<file path="src/rtl/dac_fe_pkg.sv">
package dac_fe_pkg;
    localparam int FRAME_W = 24;
    localparam int CMD_LSB = 20;
    localparam int ADR_LSB = 16;
    localparam logic [3:0] ADDR_ALL = 4'hF;

    typedef enum logic [3:0] {
        OP_STAGE        = 4'h0,
        OP_COMMIT       = 4'h1,
        OP_STAGE_ALL    = 4'h2,
        OP_STAGE_COMMIT = 4'h3,
        OP_SLEEP_CH     = 4'h4,
        OP_SLEEP_CHIP   = 4'h5,
        OP_REF_INT      = 4'h6,
        OP_REF_EXT      = 4'h7
    } op_code_e;
endpackage

</file>
<file path="src/rtl/dac_spi_rx.sv">
module dac_spi_rx
    import dac_fe_pkg::*;
(
    input  logic               clk,
    input  logic               rst_n,
    input  logic               sclk,
    input  logic               cs_n,
    input  logic               mosi,
    output logic               frame_vld,
    output logic [FRAME_W-1:0] frame
);
    localparam int CNT_W = $clog2(FRAME_W + 2);
    localparam logic [CNT_W-1:0] CNT_MAX  = '1;
    localparam logic [CNT_W-1:0] CNT_FULL = CNT_W'(FRAME_W);

    typedef struct packed {
        logic [2:0]         sclk_sy;
        logic [2:0]         cs_sy;
        logic [1:0]         mosi_sy;
        logic [FRAME_W-1:0] shreg;
        logic [CNT_W-1:0]   cnt;
        logic               vld;
        logic [FRAME_W-1:0] word;
    } rx_t;

    rx_t rx_d, rx_q;

    logic sclk_rise, cs_rise, cs_low;

    always_comb begin
        rx_d = rx_q;
        rx_d.sclk_sy = {rx_q.sclk_sy[1:0], sclk};
        rx_d.cs_sy   = {rx_q.cs_sy[1:0], cs_n};
        rx_d.mosi_sy = {rx_q.mosi_sy[0], mosi};
        sclk_rise = rx_q.sclk_sy[1] & ~rx_q.sclk_sy[2];
        cs_rise   = rx_q.cs_sy[1] & ~rx_q.cs_sy[2];
        cs_low    = ~rx_q.cs_sy[1];
        rx_d.vld  = 1'b0;
        if (cs_rise) begin
            rx_d.vld = (rx_q.cnt == CNT_FULL);
            rx_d.word = rx_q.shreg;
            rx_d.cnt = '0;
        end else if (!cs_low) begin
            rx_d.cnt = '0;
        end else if (sclk_rise) begin
            rx_d.shreg = {rx_q.shreg[FRAME_W-2:0], rx_q.mosi_sy[1]};
            if (rx_q.cnt != CNT_MAX) begin
                rx_d.cnt = rx_q.cnt + 1'b1;
            end
        end
    end

    always_ff @(posedge clk or negedge rst_n) begin
        if (!rst_n) begin
            rx_q <= '{sclk_sy: 3'b000, cs_sy: 3'b111, mosi_sy: 2'b00,
                      shreg: '0, cnt: '0, vld: 1'b0, word: '0};
        end else begin
            rx_q <= rx_d;
        end
    end

    assign frame_vld = rx_q.vld;
    assign frame     = rx_q.word;

    // an accepted frame produces a single-cycle strobe
    p_single_strobe_r2: assert property (@(posedge clk) disable iff (!rst_n)
        frame_vld |=> !frame_vld);
endmodule

</file>
<file path="src/rtl/dac_cmd_decode.sv">
module dac_cmd_decode
    import dac_fe_pkg::*;
#(
    parameter int NUM_CH = 8,
    parameter int RES    = 12
) (
    input  logic               frame_vld,
    input  logic [FRAME_W-1:0] frame,
    output logic [NUM_CH-1:0]  stage_mask,
    output logic [NUM_CH-1:0]  commit_mask,
    output logic [NUM_CH-1:0]  sleep_mask,
    output logic               chip_sleep,
    output logic               ref_wr,
    output logic               ref_val,
    output logic [RES-1:0]     code
);
    localparam logic [4:0] NCH5 = 5'(NUM_CH);

    logic [3:0]        cmd;
    logic [3:0]        adr;
    logic [NUM_CH-1:0] target;
    logic              adr_ok;
    logic              unused_low;

    assign cmd  = frame[CMD_LSB +: 4];
    assign adr  = frame[ADR_LSB +: 4];
    assign code = frame[ADR_LSB-1 -: RES];
    assign unused_low = ^frame[ADR_LSB-1-RES:0];
    assign adr_ok = (adr == ADDR_ALL) || ({1'b0, adr} < NCH5);

    for (genvar g = 0; g < NUM_CH; g++) begin : g_tgt
        assign target[g] = (adr == ADDR_ALL) || (adr == 4'(g));
    end

    always_comb begin
        stage_mask  = '0;
        commit_mask = '0;
        sleep_mask  = '0;
        chip_sleep  = 1'b0;
        ref_wr      = 1'b0;
        ref_val     = 1'b0;
        if (frame_vld) begin
            case (cmd)
                OP_STAGE:        if (adr_ok) stage_mask = target;
                OP_COMMIT:       if (adr_ok) commit_mask = target;
                OP_STAGE_ALL:    if (adr_ok) begin
                                     stage_mask  = target;
                                     commit_mask = '1;
                                 end
                OP_STAGE_COMMIT: if (adr_ok) begin
                                     stage_mask  = target;
                                     commit_mask = target;
                                 end
                OP_SLEEP_CH:     if (adr_ok) sleep_mask = target;
                OP_SLEEP_CHIP:   chip_sleep = 1'b1;
                OP_REF_INT:      ref_wr = 1'b1;
                OP_REF_EXT:      begin
                                     ref_wr  = 1'b1;
                                     ref_val = 1'b1;
                                 end
                default:         ;
            endcase
        end
    end
endmodule

</file>
<file path="src/rtl/dac_reg_bank.sv">
module dac_reg_bank #(
    parameter int NUM_CH = 8,
    parameter int RES    = 12
) (
    input  logic                    clk,
    input  logic                    rst_n,
    input  logic                    frame_vld,
    input  logic [NUM_CH-1:0]       stage_mask,
    input  logic [NUM_CH-1:0]       commit_mask,
    input  logic [NUM_CH-1:0]       sleep_mask,
    input  logic                    chip_sleep,
    input  logic                    ref_wr,
    input  logic                    ref_val,
    input  logic [RES-1:0]          code,
    output logic [NUM_CH*RES-1:0]   dac_code,
    output logic [NUM_CH-1:0]       ch_pd,
    output logic                    chip_pd,
    output logic                    ref_ext
);
    typedef struct packed {
        logic [NUM_CH-1:0][RES-1:0] stage;
        logic [NUM_CH-1:0][RES-1:0] active;
        logic [NUM_CH-1:0]          pd;
        logic                       chip_pd;
        logic                       ref_ext;
    } bank_t;

    bank_t bk_d, bk_q;

    always_comb begin
        bk_d = bk_q;
        for (int i = 0; i < NUM_CH; i++) begin
            if (stage_mask[i]) begin
                bk_d.stage[i] = code;
            end
            if (commit_mask[i]) begin
                bk_d.active[i] = bk_d.stage[i];
                bk_d.pd[i]     = 1'b0;
            end
            if (sleep_mask[i]) begin
                bk_d.pd[i] = 1'b1;
            end
        end
        if (|commit_mask) begin
            bk_d.chip_pd = 1'b0;
        end
        if (chip_sleep) begin
            bk_d.chip_pd = 1'b1;
        end
        if (ref_wr) begin
            bk_d.ref_ext = ref_val;
        end
    end

    always_ff @(posedge clk or negedge rst_n) begin
        if (!rst_n) begin
            bk_q <= '0;
        end else begin
            bk_q <= bk_d;
        end
    end

    assign dac_code = bk_q.active;
    assign ch_pd    = bk_q.pd;
    assign chip_pd  = bk_q.chip_pd;
    assign ref_ext  = bk_q.ref_ext;

    // without an accepted frame no output moves
    p_hold_idle_r2: assert property (@(posedge clk) disable iff (!rst_n)
        !frame_vld |=> ($stable(dac_code) && $stable(ch_pd) &&
                        $stable(chip_pd) && $stable(ref_ext)));

    // any update wakes the chip
    p_commit_wakes_r8: assert property (@(posedge clk) disable iff (!rst_n)
        (|commit_mask) |=> !chip_pd);

    // a channel sleep request shows on the flags
    p_sleep_sets_r7: assert property (@(posedge clk) disable iff (!rst_n)
        (|sleep_mask) |=> ((ch_pd & $past(sleep_mask)) == $past(sleep_mask)));

    // reference select follows the command
    p_ref_select_r9: assert property (@(posedge clk) disable iff (!rst_n)
        ref_wr |=> (ref_ext == $past(ref_val)));

    // channels outside the masks keep their active code
    p_untouched_r6: assert property (@(posedge clk) disable iff (!rst_n)
        (commit_mask == '0) |=> $stable(dac_code));
endmodule

</file>
<file path="src/rtl/dac_cmd_frontend.sv">
module dac_cmd_frontend
    import dac_fe_pkg::*;
#(
    parameter int NUM_CH = 8,
    parameter int RES    = 12
) (
    input  logic                  clk,
    input  logic                  rst_n,
    input  logic                  spi_sclk,
    input  logic                  spi_cs_n,
    input  logic                  spi_mosi,
    output logic [NUM_CH*RES-1:0] dac_code,
    output logic [NUM_CH-1:0]     ch_pd,
    output logic                  chip_pd,
    output logic                  ref_ext
);
    initial begin
        a_params: assert ((NUM_CH == 2 || NUM_CH == 4 || NUM_CH == 8) &&
                          (RES == 8 || RES == 10 || RES == 12));
    end

    logic               frame_vld;
    logic [FRAME_W-1:0] frame;
    logic [NUM_CH-1:0]  stage_mask, commit_mask, sleep_mask;
    logic               chip_sleep, ref_wr, ref_val;
    logic [RES-1:0]     code;

    dac_spi_rx rx_i (
        .clk       (clk),
        .rst_n     (rst_n),
        .sclk      (spi_sclk),
        .cs_n      (spi_cs_n),
        .mosi      (spi_mosi),
        .frame_vld (frame_vld),
        .frame     (frame)
    );

    dac_cmd_decode #(.NUM_CH(NUM_CH), .RES(RES)) dec_i (
        .frame_vld   (frame_vld),
        .frame       (frame),
        .stage_mask  (stage_mask),
        .commit_mask (commit_mask),
        .sleep_mask  (sleep_mask),
        .chip_sleep  (chip_sleep),
        .ref_wr      (ref_wr),
        .ref_val     (ref_val),
        .code        (code)
    );

    dac_reg_bank #(.NUM_CH(NUM_CH), .RES(RES)) bank_i (
        .clk         (clk),
        .rst_n       (rst_n),
        .frame_vld   (frame_vld),
        .stage_mask  (stage_mask),
        .commit_mask (commit_mask),
        .sleep_mask  (sleep_mask),
        .chip_sleep  (chip_sleep),
        .ref_wr      (ref_wr),
        .ref_val     (ref_val),
        .code        (code),
        .dac_code    (dac_code),
        .ch_pd       (ch_pd),
        .chip_pd     (chip_pd),
        .ref_ext     (ref_ext)
    );
endmodule

</file>
<file path="config.mk">
export PLATFORM = sky130hd
export DESIGN_NAME = dac_cmd_frontend
export DESIGN_NICKNAME = d
export VERILOG_FILES = /design/src/rtl/dac_fe_pkg.sv /design/src/rtl/dac_spi_rx.sv /design/src/rtl/dac_cmd_decode.sv /design/src/rtl/dac_reg_bank.sv /design/src/rtl/dac_cmd_frontend.sv
export SDC_FILE = /design/constraint.sdc
export NUM_CORES = 1
export LEC_CHECK = 0
export BUFFER_PORTS_ARGS = -buffer_cell sky130_fd_sc_hd__clkbuf_2
export CORE_MARGIN = 2
export CORE_UTILIZATION = 25
export DETAILED_ROUTE_END_ITERATION = 10
export PLACE_DENSITY = 0.49
export SLEW_MARGIN = 0
export SYNTH_ARGS = -nofsm -noshare
export SYNTH_HDL_FRONTEND = slang
export SYNTH_SLANG_ARGS = --single-unit
</file>
<file path="constraint.sdc">
create_clock -name clk -period 2.7 [get_ports clk]
set_input_delay 0.27 -clock clk [delete_from_list [all_inputs] [get_ports clk]]
set_output_delay 0.27 -clock clk [all_outputs]
set_load 0.02 [all_outputs]
</file>
-- Yosys cells after proc, flatten, opt, wreduce, memory -nomap -nowiden
Cells that the tools add are included.
- add/subtract/negate cells: 1
- $lt $le $gt $ge: 1
- equal/unequal tests: 17
- multiplexer cells: 45
- bitwise gates (word level): 6
- reductions and logical operators: 28
- operators by type and width (operator ; number):
    $mux W12 ; 8
    $mux W8 ; 7
    $eq A4 B3 Y1 const B ; 8
    $mux W25 ; 1
    $mux W1 ; 24
    $mux W5 ; 4
    $reduce_bool A2 Y1 ; 9
    $eq A4 B2 Y1 const B ; 4
    $pmux W8 S2 ; 1
    $logic_or A1 B1 Y1 ; 9
    $eq A4 B1 Y1 const B ; 2
    $logic_not A4 Y1 ; 2
    $reduce_or A8 Y1 ; 1
    $reduce_bool A3 Y1 ; 2
    $add A5 B1 Y5 const B ; 1
    $eq A5 B5 Y1 const B ; 1
    $ne A5 B5 Y1 const B ; 1
    $eq A4 B4 Y1 const B ; 1
    $lt A4 B4 Y1 const B ; 1
    $not A1 Y1 ; 4
    $reduce_or A2 Y1 ; 2
    $reduce_and A3 Y1 ; 1
    $reduce_or A3 Y1 ; 1
    $and A1 B1 Y1 ; 2
    $reduce_and A2 Y1 ; 1
- bits in registers: 264
- bits of input ports: 5
- output and inout bits: 106
- word-level logic and storage cells: 131

-- Depth between registers and ports, before layout
Gate-level depths: netlist of the first run.
- depth after elaboration: 8
- depth in mapped cells: 8
- depth with buffers taken out: 7

-- Hierarchy
Synthesis of the first run repeated with hierarchy kept, for this count alone.
- cells, all modules: 789
- area total of the unflattened synthesis: 11721.2 um2
- modules (own cells, without submodules) (module ; times used ; cells an instance ; area an instance (um2) ; seq. area each (um2)):
    dac_reg_bank ; 1 ; 534 ; 8580.7 ; 5054.8
    dac_spi_rx ; 1 ; 164 ; 2565.0 ; 1555.2
    dac_cmd_decode ; 1 ; 91 ; 575.6 ; 0.0

-- Worst setup path before layout of the first run
Ideal clock, no wire load.
- path type: reg2reg
- start: reg rx_i.rx_q, in the netlist rx_i.frame[22]
- end: reg bank_i.bk_q, in the netlist bank_i.dac_code[75]
- library setup time: 0.125 ns
- arrival time: 1.978 ns
- required time: 2.575 ns
- path slack: 0.598 ns
- stages on the path, launching flop included: 7
- buffers on the path: 1
- clock period less this slack: 2.102 ns
- cell sequence: dfrtp_1 -> nor3b_4 -> nand2_4 -> nor3_1 -> buf_4 -> mux2_2 -> mux2_2
- RTL lines (what ; line ; text):
    start: declaration ; dac_spi_rx.sv:26 ; rx_t rx_d, rx_q;
    start signal: assignment ; dac_spi_rx.sv:55 ; rx_q <= '{sclk_sy: 3'b000, cs_sy: 3'b111, mosi_sy: 2'b00,
    start signal: assignment ; dac_spi_rx.sv:58 ; rx_q <= rx_d;
    end signal: assignment ; dac_reg_bank.sv:59 ; bk_q <= bk_d;
    end: declaration ; dac_reg_bank.sv:28 ; bank_t bk_d, bk_q;

==> flow_summary.toml, run 1 <==
[status]
outcome = "completed"

[placed_design]
dpl-instance-area_mm2 = 0.01139
pre_cts_ws_ps = 414.2
port_buffers = 110
gp_congestion = 0.7739
placedCellCount = 1329
dp_hpwl_mm = 15.91

[power_and_ir_drop]
power.density_mw_per_mm2 = 671.6
ir_worst_vdd_v = 0.0004350
leakage_nw = 6.244

[synthesis]
syn_area_per_cell_um2 = 14.53
synth-async-reset-ratio = 1.000
synthCells = 746
synth_cell_type_count = 45
synth_edf_count = 0
synth_common_cells = "257 x dfrtp_1, 233 x mux2_2, 110 x buf_4, 19 x nand2_1, 14 x nor2_1"
yosysTopAreaCellShare = 0.5933
yosys.area.top_type = "dfrtp_1"
netlist_area_mm2 = 0.01084
synth_nets = 754
yosys_warnings = 0
ys_ff_latch = 260
synth_ff_type = "dfrtp_1"
yosysMostFrequentCell = "dfrtp_1"
synth.area.top_cells = "dfrtp_1 59%, mux2_2 24%, buf_4 7.6%"
ys_seq_area_frac = 0.6005

[timing]
timing.hold.ws_ps = 245.8
finClkSkew_ps = 7.893
slew_headroom = 0.4645
min_period_over_period = 0.8532
rsz0062_at_grt = "no"
period_needed_ps = 2304
setup_slack_ps = 396.3
hold_violations = 0
slew_violations = 0
tightestPinTransition_ps = 803.3
fin_tns_setup_ps = 0
clock.fmax_mhz = 434.1
finalSetupViolations = 0

[global_routing]
grt_pass1_wl_mm = 37.23
grt_pass1_vias = 5807
grt.total_usage = 0.1106
grt-ovfl-total = 0
antenna_found_initial = 1
grt_max_degree = 63

[cells_and_area]
fin_cells = 1387
area_growth_pct = 14.36
multi_input_area_mm2 = 0.003381
final_nets = 787
register_area_mm2 = 0.006510
diodes = 0
layout-drive-gt1-share = 0.5362
fill_cells = 4400
fin_area_mm2 = 0.01240

[setup_path]
startpoint_type = "flop"
worst-setup-path-type = "flop to flop"
required_ps = 3130
worstPathMaxFanout = 23
cp-end-kind = "flop"
cp.arrival_ps = 2740

[floorplan]
die_area_mm2 = 0.04504
io_pins = 111
die_h_um = 212.2
floorplan.core_area_mm2 = 0.04298
row_count = 76
die_x_um = 212.2
initial_core_util = 0.2522

[route]
wl_met1_mm = 11.01
vias = 5621
routed_via_density = 4.053
drtIter0Drc = 274
totalWireLength_mm = 24.35
drc = 0
wl_met2_mm = 11.74
routed.top_layer = "met4"
post_drt_wl_per_cell_um = 17.55
drt-pass1-iter-count = 4
dr_wl_met3_mm = 1.201
ant_nets = 0

[clock_network]
cts-root-buf = "clkbuf_16"
htree_levels = 1
cts.sinks = 260
postCtsHoldBufs = 4
cts_setup_buffers = 0
insertion_delay_ps = 550
cts_tree = "built"
cts.path.max_buffers = 3
post_cts_resized = 0
cts_buffers = 29
cts.reportedPaths.clkPinSlew_ps = 60

[hold_path]
holdCritPathClass = "primary input to async pin"

[flow_run]
max_cap_violations = 0
## power by group
| part | leakage (nW) | internal, mW | switching [mW] |
|---|---|---|---|
| combinational | 2.18 | 0.102 | 0.116 |
| clock | 0.473 | 2.35 | 1.56 |
| sequential | 3.60 | 3.99 | 0.210 |
## critical path, stage by stage, from the launching register on
cell and delay, ps:
dfrtp_1 770, nand2_1 170, nor2_1 330, o21ai_2 110, buf_4 200, mux2_1 340, mux2_2 260
## logic make-up (layout without fill, tap and decap cells)
kind of cell,count (synthesis),after routing,share of synthesized area
buffers and inverters,137,193,0.08968
multiplexers,238,238,0.2477
flip-flops,260,260,0.6005
AND/OR/NAND/NOR,70,70,0.03532
AO/OA/AOI/OAI,33,33,0.01928
adder cells (fa/ha/maj),3,3,0.003463
XOR/XNOR,5,5,0.004040
## registers in the layout, indices dropped and copies added (netlist names)
| register | count |
|---|---|
| bank_i.bk_q | 96 |
| bank_i.dac_code | 96 |
| bank_i.ref_ext | 1 |
| rx_i.rx_d | 5 |
| rx_i.rx_q | 32 |
| bank_i.ch_pd | 8 |
| rx_i.frame_vld | 1 |
| bank_i.chip_pd | 1 |
| rx_i.frame | 20 |
## cells in the final DEF, fill, tap and decap left out, drive strengths merged, types with 5 or more instances in the layout
cell and count:
nand2 20, mux2 236, o21ai 16, nor3 6, clkbuf 156, dfrtp 257
buf 22, nor2 14, inv 5, nand3 6
## per-stage QoR
stage               total power [mW]    util
floorplan                      4.246       -
global placement               4.513  0.2651
detailed placement             4.519  0.2651
CTS                            8.504  0.2884
global route                   8.712  0.2884
finish                         8.325  0.2884
## final timing paths
path	from	end	slack [ps]	cells past startpoint
setup / recovery	rx_i.frame[19]$_DFFE_PN0P_	bank_i.dac_code[0]$_DFFE_PN0P_	400	6
hold / removal	rst_n	bank_i.dac_code[74]$_DFFE_PN0P_	250	2
setup reg to reg	rx_i.frame[19]$_DFFE_PN0P_	bank_i.dac_code[0]$_DFFE_PN0P_	400	6
hold reg to reg	rx_i.rx_d[55]$_DFF_PN0_	rx_i.rx_q[55]$_DFF_PN0_	350	0
max in group asynchronous	rst_n	bank_i.bk_q[145]$_DFF_PN0_	1670	3
min in group clk	rx_i.rx_d[55]$_DFF_PN0_	rx_i.rx_q[55]$_DFF_PN0_	350	0
## final cells by class
cell class,count,area share
multi-input combinational,349,0.2727
tap,585,0.05904
timing repair buffer,135,0.06419
clock buffer,47,0.07206
clock inverter,7,0.005652
sequential,260,0.5251
inverter,4,0.001211
## metal layers
| layer | GRT usage | up-vias |
|---|---|---|
| met3 | 0.02555 | 30 |
| met1 | 0.1448 | 2925 |
| met2 | 0.1838 | 93 |
| met4 | 0.02966 | 0 |
| li1 | - | 2573 |
| met5 | 0 | - |
Note: power is estimated with default switching activity, not from simulation.
==> run 2: changes to the inputs <==
Settings changed: PLACE_DENSITY 0.49 to 0.51.
Clock period 2.7 ns to 1.9 ns, I/O delays scaled along.
==> run 2 against run 1 <==
- the run now ends with setup timing left
- total power rose by 43%
- final area rose by 6.9%
- sequential cell count did not move
- final cell count rose by 4.1%
- wire length rose by 3.4%
- combinational power rose by 50%
- register-to-register slack got worse by 470 ps
- global-route usage rose by 0.23 points
- non-clock buffer count rose by 55
- largest cell class unchanged
==> flow_summary.toml, run 2 (synthesis results as in run 1) <==
[hold_path]
holdCritPathClass = "primary input to async pin"

[placed_design]
gp_congestion = 0.7780
pre_cts_ws_ps = -182.6
port_buffers = 110
dp_hpwl_mm = 16.59

[power_and_ir_drop]
p_switching_mw = 2.709
pwr-share-clk = 0.469
ir_worst_vdd_v = 0.0006140
comb_power_share = 0.028
leakage_nw = 6.660
p_sw_frac = 0.2279
seqPwrFrac = 0.504
power.density_mw_per_mm2 = 896.7
cellInternalPower_mw = 9.179

[cells_and_area]
fin_util = 0.3085
final_nets = 845
layout_common_cells = "252 x dfrtp_1, 197 x mux2_2, 109 x clkbuf_2, 52 x buf_4, 38 x mux2_4"
final_common_cell = "dfrtp_1"
layout-drive-gt1-share = 0.5932
area_growth_pct = 22.30
fill_cells = 4380

[setup_path]
critical_path_buf_inv_count = 1
crit_path_start = "rx_i.frame[22]$_DFFE_PN0P_"
cp_top_family = "simple AND/OR/NAND/NOR gates"
worstPathCellList = "nor3b_4, nand2_4, nor3_4, buf_12, mux2_4, mux2_2"
worstPathMaxFanout = 10
rr_startpoint = "rx_i.frame[22]$_DFFE_PN0P_"
critPathMaxStageDelay_ps = 400
cp-end-kind = "flop"
startpoint_type = "flop"
cp.arrival_ps = 2410
worst-setup-path-type = "flop to flop"
crit_slowest_cell = "dfrtp_1"
required_ps = 2330

[global_routing]
grt_pass1_wl_mm = 38.26
grt-ovfl-total = 0
antenna_found_initial = 0
grt_pass1_vias = 6163
grt_max_degree = 55
grt.total_usage = 0.1129

[route]
drtIter0Drc = 249
drt-pass1-iter-count = 6
drc = 0
post_drt_wl_per_cell_um = 17.44
vias = 5879
totalWireLength_mm = 25.18
ant_nets = 0
routed_via_density = 4.071

[timing]
fin_tns_setup_ps = -2322
finalSetupViolations = 66
finClkSkew_ps = 22.18
slew_headroom = 0.4969
setup_slack_ps = -74.77
clock.fmax_mhz = 506.4
tightestPinTransition_ps = 754.7
hold_violations = 0
rsz0062_at_grt = "yes"
period_needed_ps = 1975
timing.hold.ws_ps = 158.7
min_period_over_period = 1.039
slew_violations = 0

[clock_network]
cts_tree = "built"
cts.path.max_buffers = 3
htree_levels = 1
insertion_delay_ps = 570
cts.reportedPaths.clkPinSlew_ps = 60
cts.sinks = 260
cts_buffers = 30
cts-root-buf = "clkbuf_16"

[floorplan]
io_pins = 111
die_area_mm2 = 0.04504
initial_core_util = 0.2522
die_x_um = 212.2
floorplan.core_area_mm2 = 0.04298
row_count = 76
die_h_um = 212.2

[status]
violations = "setup timing"
outcome = "finished with violations"

[flow_run]
max_cap_violations = 0
-- run 2: cell count changes in the layout (fill, tap and decap cells not counted), sizes merged --
| cell | change |
|---|---|
| buf | +55 |
| clkbuf | -2 |
| clkinv | +2 |
| clkinvlp | -1 |
| diode | +1 |
| or2 | +2 |
-- run 2: final cells by class --
type / count / area, um^2 / share of cell area
Clock inverter: 8 / 83.83 / 0.006323
Multi-Input combinational cell: 351 / 3628 / 0.2737
Inverter: 4 / 15.01 / 0.001133
Tap cell: 585 / 732.0 / 0.05521
Sequential cell: 260 / 6516 / 0.4915
Timing Repair Buffer: 190 / 1393 / 0.1050
Clock buffer: 45 / 887.1 / 0.06691
Antenna cell: 1 / 2.502 / 0.0001888
-- run 2: metal layers --
metal,vias up,wire length [um],part of all wire,global-route usage
li1,2678,-,-,-
met1,3083,11450,0.45,0.1499
met2,88,11810,0.47,0.1821
met3,30,1509,0.060,0.03176
met4,0,402,0.016,0.02749
met5,-,0,0,0
-- run 2: power by group through the flow --
stage | registers (mW) | logic, mW | clock network [mW]
global route | 6.02 | 0.373 | 6.03
finish | 5.99 | 0.328 | 5.57
floorplan | 5.88 | 0.160 | 0
CTS | 6.02 | 0.344 | 5.78
detailed placement | 6.12 | 0.336 | 0
global placement | 6.12 | 0.329 | 0
-- run 2: stage by stage --
step	cells	power [mW]	instance area [um^2]
after floorplan	746	6.041	11010
after global placement	1373	6.454	12020
after detailed placement	1373	6.460	12020
after CTS	1439	12.14	13170
after global routing	1443	12.42	13260
final	1444	11.89	13260
-- run 2: worst paths after layout --
path,to,slack (ps),cells past startpoint
worst max-delay path,bank_i.dac_code[66]$_DFFE_PN0P_,-70,6
worst min-delay path,bank_i.bk_q[126]$_DFF_PN0_,160,2
worst max register to register,bank_i.dac_code[66]$_DFFE_PN0P_,-70,6
worst min register to register,rx_i.rx_d[61]$_DFF_PN0_,350,0
max in group asynchronous,rx_i.rx_q[58]$_DFF_PN1_,1040,3
min in group clk,rx_i.rx_d[57]$_DFF_PN1_,250,2
-- run 2: what timing repair did --
item | 4_1_cts | 5_1_grt
resized for setup | 27 | 18
setup endpoints to repair | 96 | 100
gates cloned | 2 | 0
buffers inserted | 7 | 4
hold endpoints to repair | 160 | 0
hold buffers | 4 | 0
pin swaps | 6 | 2
